===== src/rtl/wbto_pkg.sv =====
package wbto_pkg;

    // Age of one slot; value 3 is never produced.
    typedef enum logic [1:0] {
        AGE_FRESH = 2'd0,
        AGE_HALF  = 2'd1,
        AGE_DONE  = 2'd2
    } age_e;

    // Registered state of one slot.
    typedef struct packed {
        logic valid;
        logic marked;
        age_e age;
    } slot_t;

    // Per-slot events of one cycle.
    typedef struct packed {
        logic alloc;
        logic merge;
        logic mark;
        logic rel;
    } slot_cmd_t;

    // Shared timing controls.
    typedef struct packed {
        logic long_off;
        logic merge_keep;
    } slot_cfg_t;

    // What a slot does in a cycle, in priority order.
    typedef enum logic [1:0] {
        ACT_HOLD = 2'd0,
        ACT_FILL = 2'd1,
        ACT_DROP = 2'd2,
        ACT_LIVE = 2'd3
    } slot_act_e;

    localparam slot_t SLOT_EMPTY = '{valid: 1'b0, marked: 1'b0, age: AGE_FRESH};

    function automatic age_e age_step(input age_e cur);
        age_e nxt;
        unique case (cur)
            AGE_FRESH: nxt = AGE_HALF;
            AGE_HALF:  nxt = AGE_DONE;
            default:   nxt = AGE_DONE;
        endcase
        return nxt;
    endfunction

    function automatic slot_act_e slot_action(input slot_cmd_t cmd, input logic valid);
        slot_act_e act;
        if (cmd.alloc)      act = ACT_FILL;
        else if (cmd.rel)   act = ACT_DROP;
        else if (valid)     act = ACT_LIVE;
        else                act = ACT_HOLD;
        return act;
    endfunction

    function automatic logic slot_done(input slot_t s);
        return s.valid && (s.age == AGE_DONE);
    endfunction

endpackage


===== src/rtl/wbto_tick_gen.sv =====
module wbto_tick_gen
    import wbto_pkg::*;
#(
    parameter int CNT_W    = 32,
    parameter int SEL_W    = 3,
    parameter int BASE_BIT = 11,
    parameter int MAX_SEL  = 7
) (
    input  logic             clk,
    input  logic             rst,
    input  logic [SEL_W-1:0] sel_i,
    output logic             tick_prog_o,
    output logic             tick_max_o
);
    localparam int TAP_W   = $clog2(CNT_W);
    localparam int MAX_TAP = BASE_BIT + MAX_SEL;
    localparam int N_LANES = 2;

    logic [CNT_W-1:0] cnt_q;
    logic [SEL_W-1:0] sel_q;
    logic [TAP_W-1:0] lane_tap [N_LANES];
    logic [N_LANES-1:0] lane_cur;
    logic [N_LANES-1:0] lane_prev_q;
    logic [N_LANES-1:0] lane_chg;
    logic sel_steady;

    always_ff @(posedge clk) begin
        if (rst) begin
            cnt_q <= '0;
            sel_q <= '0;
        end else begin
            cnt_q <= cnt_q + CNT_W'(1);
            sel_q <= sel_i;
        end
    end

    assign sel_steady  = (sel_q == sel_i);
    assign lane_tap[0] = TAP_W'(BASE_BIT) + TAP_W'(sel_i);
    assign lane_tap[1] = TAP_W'(MAX_TAP);

    // One edge detector per timebase: lane 0 programmed, lane 1 slowest.
    for (genvar g = 0; g < N_LANES; g++) begin : g_lane
        assign lane_cur[g] = cnt_q[lane_tap[g]];

        always_ff @(posedge clk) begin
            if (rst) lane_prev_q[g] <= 1'b0;
            else     lane_prev_q[g] <= lane_cur[g];
        end

        assign lane_chg[g] = lane_cur[g] ^ lane_prev_q[g];
    end

    assign tick_prog_o = lane_chg[0] && sel_steady;
    assign tick_max_o  = lane_chg[1];

endmodule


===== src/rtl/wbto_slot.sv =====
module wbto_slot
    import wbto_pkg::*;
(
    input  logic      clk,
    input  logic      rst,
    input  slot_cmd_t cmd_i,
    input  slot_cfg_t cfg_i,
    input  logic      tick_prog_i,
    input  logic      tick_max_i,
    output logic      expired_o
);
    slot_t cur_q;
    slot_t nxt;
    logic  use_max;
    logic  tick;

    assign use_max = cur_q.marked && !cfg_i.long_off;
    assign tick    = use_max ? tick_max_i : tick_prog_i;

    always_comb begin
        nxt = cur_q;
        unique case (slot_action(cmd_i, cur_q.valid))
            ACT_FILL: begin
                nxt.valid  = 1'b1;
                nxt.marked = cmd_i.mark;
                nxt.age    = AGE_FRESH;
            end
            ACT_DROP: nxt = SLOT_EMPTY;
            ACT_LIVE: begin
                nxt.marked = cur_q.marked | cmd_i.mark;
                if (cmd_i.merge && !cfg_i.merge_keep) nxt.age = AGE_FRESH;
                else if (tick)                        nxt.age = age_step(cur_q.age);
            end
            default: nxt = cur_q;
        endcase
    end

    always_ff @(posedge clk) begin
        if (rst) cur_q <= SLOT_EMPTY;
        else     cur_q <= nxt;
    end

    assign expired_o = slot_done(cur_q);

endmodule


===== src/rtl/wbto_lowest.sv =====
module wbto_lowest #(
    parameter int N     = 8,
    parameter int IDX_W = 3
) (
    input  logic [N-1:0]     req_i,
    output logic             any_o,
    output logic [IDX_W-1:0] idx_o
);
    always_comb begin
        any_o = 1'b0;
        idx_o = '0;
        for (int i = N - 1; i >= 0; i--) begin
            if (req_i[i]) begin
                any_o = 1'b1;
                idx_o = IDX_W'(i);
            end
        end
    end
endmodule


===== src/rtl/wbto_tracker.sv =====
module wbto_tracker
    import wbto_pkg::*;
#(
    parameter int N_ENTRIES = 8,
    parameter int CNT_W     = 32,
    parameter int SEL_W     = 3,
    parameter int BASE_BIT  = 11,
    parameter int MAX_SEL   = 7,
    localparam int IDX_W    = (N_ENTRIES > 1) ? $clog2(N_ENTRIES) : 1
) (
    input  logic                 clk,
    input  logic                 rst,
    input  logic [N_ENTRIES-1:0] alloc_i,
    input  logic [N_ENTRIES-1:0] merge_i,
    input  logic [N_ENTRIES-1:0] mark_i,
    input  logic [N_ENTRIES-1:0] release_i,
    input  logic [SEL_W-1:0]     cfg_sel_i,
    input  logic                 cfg_long_off_i,
    input  logic                 cfg_merge_keep_i,
    output logic [N_ENTRIES-1:0] expired_o,
    output logic                 exp_any_o,
    output logic [IDX_W-1:0]     exp_idx_o
);
    logic      tick_prog;
    logic      tick_max;
    slot_cfg_t cfg;

    assign cfg.long_off   = cfg_long_off_i;
    assign cfg.merge_keep = cfg_merge_keep_i;

    wbto_tick_gen #(
        .CNT_W    (CNT_W),
        .SEL_W    (SEL_W),
        .BASE_BIT (BASE_BIT),
        .MAX_SEL  (MAX_SEL)
    ) u_tick (
        .clk         (clk),
        .rst         (rst),
        .sel_i       (cfg_sel_i),
        .tick_prog_o (tick_prog),
        .tick_max_o  (tick_max)
    );

    for (genvar e = 0; e < N_ENTRIES; e++) begin : g_slot
        slot_cmd_t cmd;
        assign cmd.alloc = alloc_i[e];
        assign cmd.merge = merge_i[e];
        assign cmd.mark  = mark_i[e];
        assign cmd.rel   = release_i[e];

        wbto_slot u_slot (
            .clk         (clk),
            .rst         (rst),
            .cmd_i       (cmd),
            .cfg_i       (cfg),
            .tick_prog_i (tick_prog),
            .tick_max_i  (tick_max),
            .expired_o   (expired_o[e])
        );
    end

    wbto_lowest #(
        .N     (N_ENTRIES),
        .IDX_W (IDX_W)
    ) u_lowest (
        .req_i (expired_o),
        .any_o (exp_any_o),
        .idx_o (exp_idx_o)
    );

endmodule


===== config.mk =====
export PLATFORM = sky130hd
export DESIGN_NAME = wbto_tracker
export DESIGN_NICKNAME = d
export VERILOG_FILES = /design/src/rtl/wbto_pkg.sv /design/src/rtl/wbto_tick_gen.sv /design/src/rtl/wbto_slot.sv /design/src/rtl/wbto_lowest.sv /design/src/rtl/wbto_tracker.sv
export SDC_FILE = /design/constraint.sdc
export NUM_CORES = 1
export LEC_CHECK = 0
export ABC_AREA = 1
export BUFFER_PORTS_ARGS = -buffer_cell sky130_fd_sc_hd__buf_2
export CAP_MARGIN = 0
export CORE_MARGIN = 2
export CORE_UTILIZATION = 23
export CTS_BUF_LIST = sky130_fd_sc_hd__clkbuf_16
export DETAILED_ROUTE_END_ITERATION = 10
export PLACE_DENSITY_LB_ADDON = 0.15
export SLEW_MARGIN = 20
export SYNTH_ARGS = -nofsm -noshare
export SYNTH_HDL_FRONTEND = slang
export SYNTH_SLANG_ARGS = --single-unit

===== constraint.sdc =====
create_clock -name clk -period 7.98 [get_ports clk]
set_input_delay 1.995 -clock clk [delete_from_list [all_inputs] [get_ports clk]]
set_output_delay 1.995 -clock clk [all_outputs]
set_load 0.01 [all_outputs]

==> run metrics, run 1 <==
routed wire length between 10000 and 15000 um; YS warnings 0; die area slightly above 20000 um2; Post-synth top cells 134 x nand2_1, 104 x inv_1, 69 x dfxtp_1; CTS tree yes; Pleak ~2.2 nW; Wirelength per Cell ~13 um; DR vias/cell ~4.5; Area growth syn-to-layout 15.6%; Pwr per Cell Area 181 nW/um2; DR DRC count 0; H-tree depth 3; Post-synth ARST share 0; Die Y about 140 um; cts hold-fix bufs 0; unrepaired setup endpoints after global routing no; register bit count reported by yosys ~70; row cnt 50; largest net degree at the start of global routing 30; 1st-iter DRT viols roughly 210; Clock Tree Root clkbuf_16; Worst Clk Skew between 6 and 7 ps; Most common cell on crit path nand3_1; fin crit share 0.513; crit path capture type flop; VDD IR max around 110 uV; WP buf/inv 3; Sink Count 69; Syn Area/Cell roughly 6.7 um2; DPL Wire Length ~8900 um; DR pass1 iterations 6; initial core utilization 0.235; synth top area cells dfxtp_1 31%, nand2_1 11%, inv_1 8.8%, ha_1 7.7%, a21oi_1 7.4%; crit path max-delay cell type ha_1; Syn Nets approximately 720; hold crit path type flop to flop; setup violators final 0; Crit path required time approximately 8000 ps; mapped cell area ~4400 um2; Cells after Synth roughly 660; sequential share of the synthesized area 0.313; total power around 0.9 mW; Final Hold Vio Count 0; IO Pins 51; startpoint types primary input; initial antenna violation count 0; minimum period implied by the final worst setup slack ~4100 ps; kind of critical path primary input to flop; Least-Margin Pin Slew about 770 ps; Post-CTS Repair Setup Buffers 0; CTS Buffer Depth 2; cell taking the most area after synthesis dfxtp_1; CP delay by family, top simple AND/OR/NAND/NOR gates; # diodes 0; Non-Filler Instances approximately 940; normalized max-slew margin 0.486; Layout Nets 765; vias in the first global route around 4k; crit path DAT ~4300 ps; # placed instances between 900 and 1k; Clk Latency, worst-skew pair 340 ps; delay of the slowest critical-path stage a little under 500 ps; crit-path cells buf_2 > inv_6 > ha_1 > inv_1 > nand3_1 > nand3_1 > nand2_1 > nand2_1 > nand3_2 > nand3_1 > nand2_4 > nand3_1 > nand2_1 > nand3_1 > nand2_1 > nor2_1; Final TNS setup 0 ps; filler cell count around 2.1k; Core ar. around 19000 um2; # port buffers 50; clock slew at reported path FFs ~50 ps; total number of vias 4222; gr ovfl total 0; most common cell in the netlist nand2_1; Max-Cap Viols 0; Routability Congestion around 0.81; FMAX between 0.2 and 0.25 GHz; post-CTS sizing 0; ANT nets after route 0; number of enable flip-flop cells after synthesis 0; Yosys cell types 43; post-synth top area share 0.313; CTS Buf Count 9; outcome complete, no violations; All-Layer GR Usage 0.123; share of cells above drive strength 1 0.129; first-pass GRT wire length 19700 um; max-slew violations 0; largest fanout on the critical path 19; die width between 100 and 150 um; Main synth FF type dfxtp_1; Hold Slack ~470 ps
final timing paths:
path              slack, ps                        from                                     end  cells past startpoint
setup / recovery       3890                cfg_sel_i[0]  g_slot[1].u_slot.cur_q[0]$_SDFFE_PP0P_                     16
hold / removal          470  u_tick.cnt_q[0]$_SDFF_PP0_              u_tick.cnt_q[0]$_SDFF_PP0_                      1
setup reg to reg       5860  u_tick.cnt_q[0]$_SDFF_PP0_             u_tick.cnt_q[30]$_SDFF_PP0_                     10
hold reg to reg         470  u_tick.cnt_q[0]$_SDFF_PP0_              u_tick.cnt_q[0]$_SDFF_PP0_                      1
state kept, by name (all words and copies together) (netlist names):
register             cells
g_slot.u_slot.cur_q     32
u_tick.lane_prev_q       2
u_tick.sel_q             3
u_tick.cnt_q            32
cell usage in the layout (no fill, tap or decap), types with 5 or more instances in the layout:
cell type / n
nor2_2: 5
a21oi_1: 65
clkbuf_16: 9
buf_2: 50
dfxtp_1: 69
o211ai_1: 8
nand3_1: 53
xor2_1: 5
o21ai_0: 32
ha_1: 27
nor3_1: 23
a31oi_1: 8
nand2_1: 134
nor2_1: 62
inv_1: 107
stage by stage:
| stage | setup WS (ps) | util | area (um2) |
|---|---|---|---|
| floorplan | 4100 | - | 4410 |
| global route | 3630 | 0.272 | 5100 |
| finish | 3890 | 0.272 | 5100 |
| global placement | 3610 | 0.257 | 4830 |
| CTS | 3860 | 0.272 | 5100 |
| detailed placement | 3490 | 0.257 | 4830 |
power by group:
group          switching (mW)  leakage [nW]  total, mW  internal [mW]
registers              0.0165         0.565      0.382          0.365
logic                  0.0987          1.52      0.158         0.0589
clock network           0.148         0.144      0.382          0.234
total                   0.263          2.23      0.922          0.658
worst reg2reg max path: stages, from the launching register on:
cell	delay (ps)
dfxtp_1	370
ha_1	230
nand3_2	110
nor2_2	140
inv_1	80
nor2_1	160
nand4_1	220
nor2_1	220
nand3_1	180
nor3_1	220
nor3b_2	60
cell families after synthesis:
kind of cell	count (synthesis)	synth area share
buffers and inverters	127	0.122
adders and majority gates	27	0.0766
AOI/OAI and AO/OA	124	0.154
xor gates and xnor gates	6	0.0119
DFF	69	0.313
and+or+nand+nor	305	0.322
layout make-up:
| class | instances | area, um2 | share of cell area |
|---|---|---|---|
| timing repair buffer | 51 | 258 | 0.0505 |
| multi-input combinational | 462 | 2490 | 0.488 |
| tap | 234 | 293 | 0.0574 |
| inverter | 106 | 403 | 0.0790 |
| sequential | 69 | 1380 | 0.271 |
| clock buffer | 9 | 225 | 0.0442 |
| clock inverter | 6 | 48.8 | 0.00957 |
routing by layer:
metal | GRT usage | up-vias | wire length, um
li1 | - | 2212 | -
met1 | 0.146 | 1937 | 5600
met2 | 0.214 | 66 | 5650
met3 | 0.0360 | 7 | 451
met4 | 0.0354 | 0 | 128
met5 | 0 | - | 0
No activity file was read; power rests on OpenSTA's default activity.
==> run 2: changes to the inputs <==
==> constraint.sdc (replaced) <==
create_clock -name clk -period 3.4 [get_ports clk]
set_input_delay 0.85 -clock clk [delete_from_list [all_inputs] [get_ports clk]]
set_output_delay 0.85 -clock clk [all_outputs]
set_load 0.01 [all_outputs]
==> run metrics, run 2 (synthesis gave the netlist of run 1 again) <==
outcome complete, no violations; Wirelength per Cell 12.5 um; switching share of total power 0.289; Crit path required time ~2600 ps; setup violators final 0; R2R Path Start u_tick.cnt_q[1]$_SDFF_PP0_; CTS Buffer Depth 2; worst r2r dst u_tick.cnt_q[28]$_SDFF_PP0_; R2R depth 10; largest fanout on the critical path 4; die width about 140 um; Post-CTS Repair Setup Buffers 0; Worst Clk Skew ~5.5 ps; commonest non-fill, non-tap cells in the layout 134 x nand2_1, 105 x inv_1, 69 x dfxtp_1; top flop regs g_slot.u_slot.cur_q x32, u_tick.cnt_q x32, u_tick.sel_q x3; hold crit path type flop to flop; CTS Buf Count 9; IO Pins 51; cts hold-fix bufs 0; gr ovfl total 0; normalized max-slew margin 0.471; # port buffers 50; # placed instances 926; Core ar. roughly 19000 um2; Clock Tree Root clkbuf_16; DR vias/cell approximately 4.5; Least-Margin Pin Slew around 800 ps; CTS tree yes; H-tree depth 3; filler cell count roughly 2.1k; crit path max-delay cell type nor3_1; clock slew at reported path FFs roughly 60 ps; crit-path cells inv_1 > nor3_1 > inv_1 > nand2_1 > a21oi_1 > nor2_1 > nor2_1 > nor2_1 > buf_2; initial antenna violation count 0; 1st-iter DRT viols approximately 260; Final TNS setup 0 ps; # diodes 0; internal power between 1.5 and 2 mW; Layout Nets 769; FMAX around 0.36 GHz; Routability Congestion approximately 0.8; max-slew violations 0; post-CTS sizing 0; startpoint types flop; first-pass GRT wire length about 20000 um; CP delay by family, top simple AND/OR/NAND/NOR gates; Crit. Startpoint g_slot[5].u_slot.cur_q[1]$_SDFFE_PP0P_; footprint of the multi-input gates between 2000 and 2500 um2; Non-Filler Instances about 940; Final Hold Vio Count 0; worst hold stages 1; Area growth syn-to-layout 16.5%; Die Y between 100 and 150 um; register area approximately 1400 um2; total number of vias between 4k and 5k; die area between 20000 and 25000 um2; Clk Latency, worst-skew pair between 300 and 400 ps; Combinational Power Share 0.171; VDD IR max ~250 uV; crit path capture type output pin; kind of critical path flop to output pin; DPL Wire Length 8970 um; Most common cell on crit path nor2_1; clock share of power 0.420; largest net degree at the start of global routing 29; Psw about 0.63 mW; unrepaired setup endpoints after global routing no; DR DRC count 0; vias in the first global route around 4.2k; WP buf/inv 3; Worst R2R Setup Slack 1210 ps; Pwr per Cell Area 426 nW/um2; DR pass1 iterations 4; All-Layer GR Usage 0.122; minimum period implied by the final worst setup slack 2780 ps; Sink Count slightly below 70; routed wire length 11800 um; row cnt 50; ANT nets after route 0; commonest non-fill, non-tap cell in the layout nand2_1; initial core utilization 0.235; fin crit share 0.816; critical path depth 9; share of cells above drive strength 1 0.137; delay of the slowest critical-path stage around 540 ps; Pleak between 2 and 2.5 nW; Max-Cap Viols 0; crit path DAT 1930 ps; Setup crit end exp_idx_o[0]; register share of total power 0.409
run 2: changes by cell type in the layout (fill, tap and decap cells not counted):
cell      before  now
buf_4          1    5
inv_1        107  105
clkinv_1       2    3
clkinv_2       0    1
clkinv_4       0    1
run 2: how the worst min path moves through the flow:
stage | from | to | slack (ps)
floorplan | u_tick.cnt_q[0]$_SDFF_PP0_ | u_tick.cnt_q[0]$_SDFF_PP0_ | 430
global placement | u_tick.cnt_q[0]$_SDFF_PP0_ | u_tick.cnt_q[0]$_SDFF_PP0_ | 450
detailed placement | u_tick.cnt_q[0]$_SDFF_PP0_ | u_tick.cnt_q[0]$_SDFF_PP0_ | 450
CTS | u_tick.cnt_q[0]$_SDFF_PP0_ | u_tick.cnt_q[0]$_SDFF_PP0_ | 460
global route | u_tick.cnt_q[0]$_SDFF_PP0_ | u_tick.cnt_q[0]$_SDFF_PP0_ | 510
finish | u_tick.cnt_q[0]$_SDFF_PP0_ | u_tick.cnt_q[0]$_SDFF_PP0_ | 460
run 2: layout make-up:
class	count	share of cell area
repair buffers	55	0.0560
flip-flops and latches	69	0.269
clock buffers	9	0.0438
inverters	106	0.0784
well taps	234	0.0570
multi-input cells	462	0.485
clock inverters	7	0.0114
run 2: power groups by stage:
stage          sequential [mW]  clock, mW  combinational [mW]
2_1_floorplan            0.901          0               0.279
6_report                 0.896      0.919               0.374
4_1_cts                  0.896      0.963               0.380
3_5_place_dp             0.913          0               0.378
3_3_place_gp             0.912          0               0.367
5_1_grt                  0.904      0.998               0.437
run 2: metal layers:
metal,part of all wire,GRT usage
met5,0,0
met4,0.011,0.0307
met3,0.041,0.0363
met2,0.48,0.213
met1,0.47,0.146
run 2: stage by stage:
step	hold WS [ps]	utilization	power [mW]	cell area [um2]	setup slack [ps]
finish	458	0.274	2.19	5140	625
global route	512	0.274	2.34	5140	354
CTS	463	0.274	2.24	5140	563
detailed placement	450	0.259	1.29	4860	425
global placement	452	0.259	1.28	4860	532
floorplan	430	-	1.18	4410	661
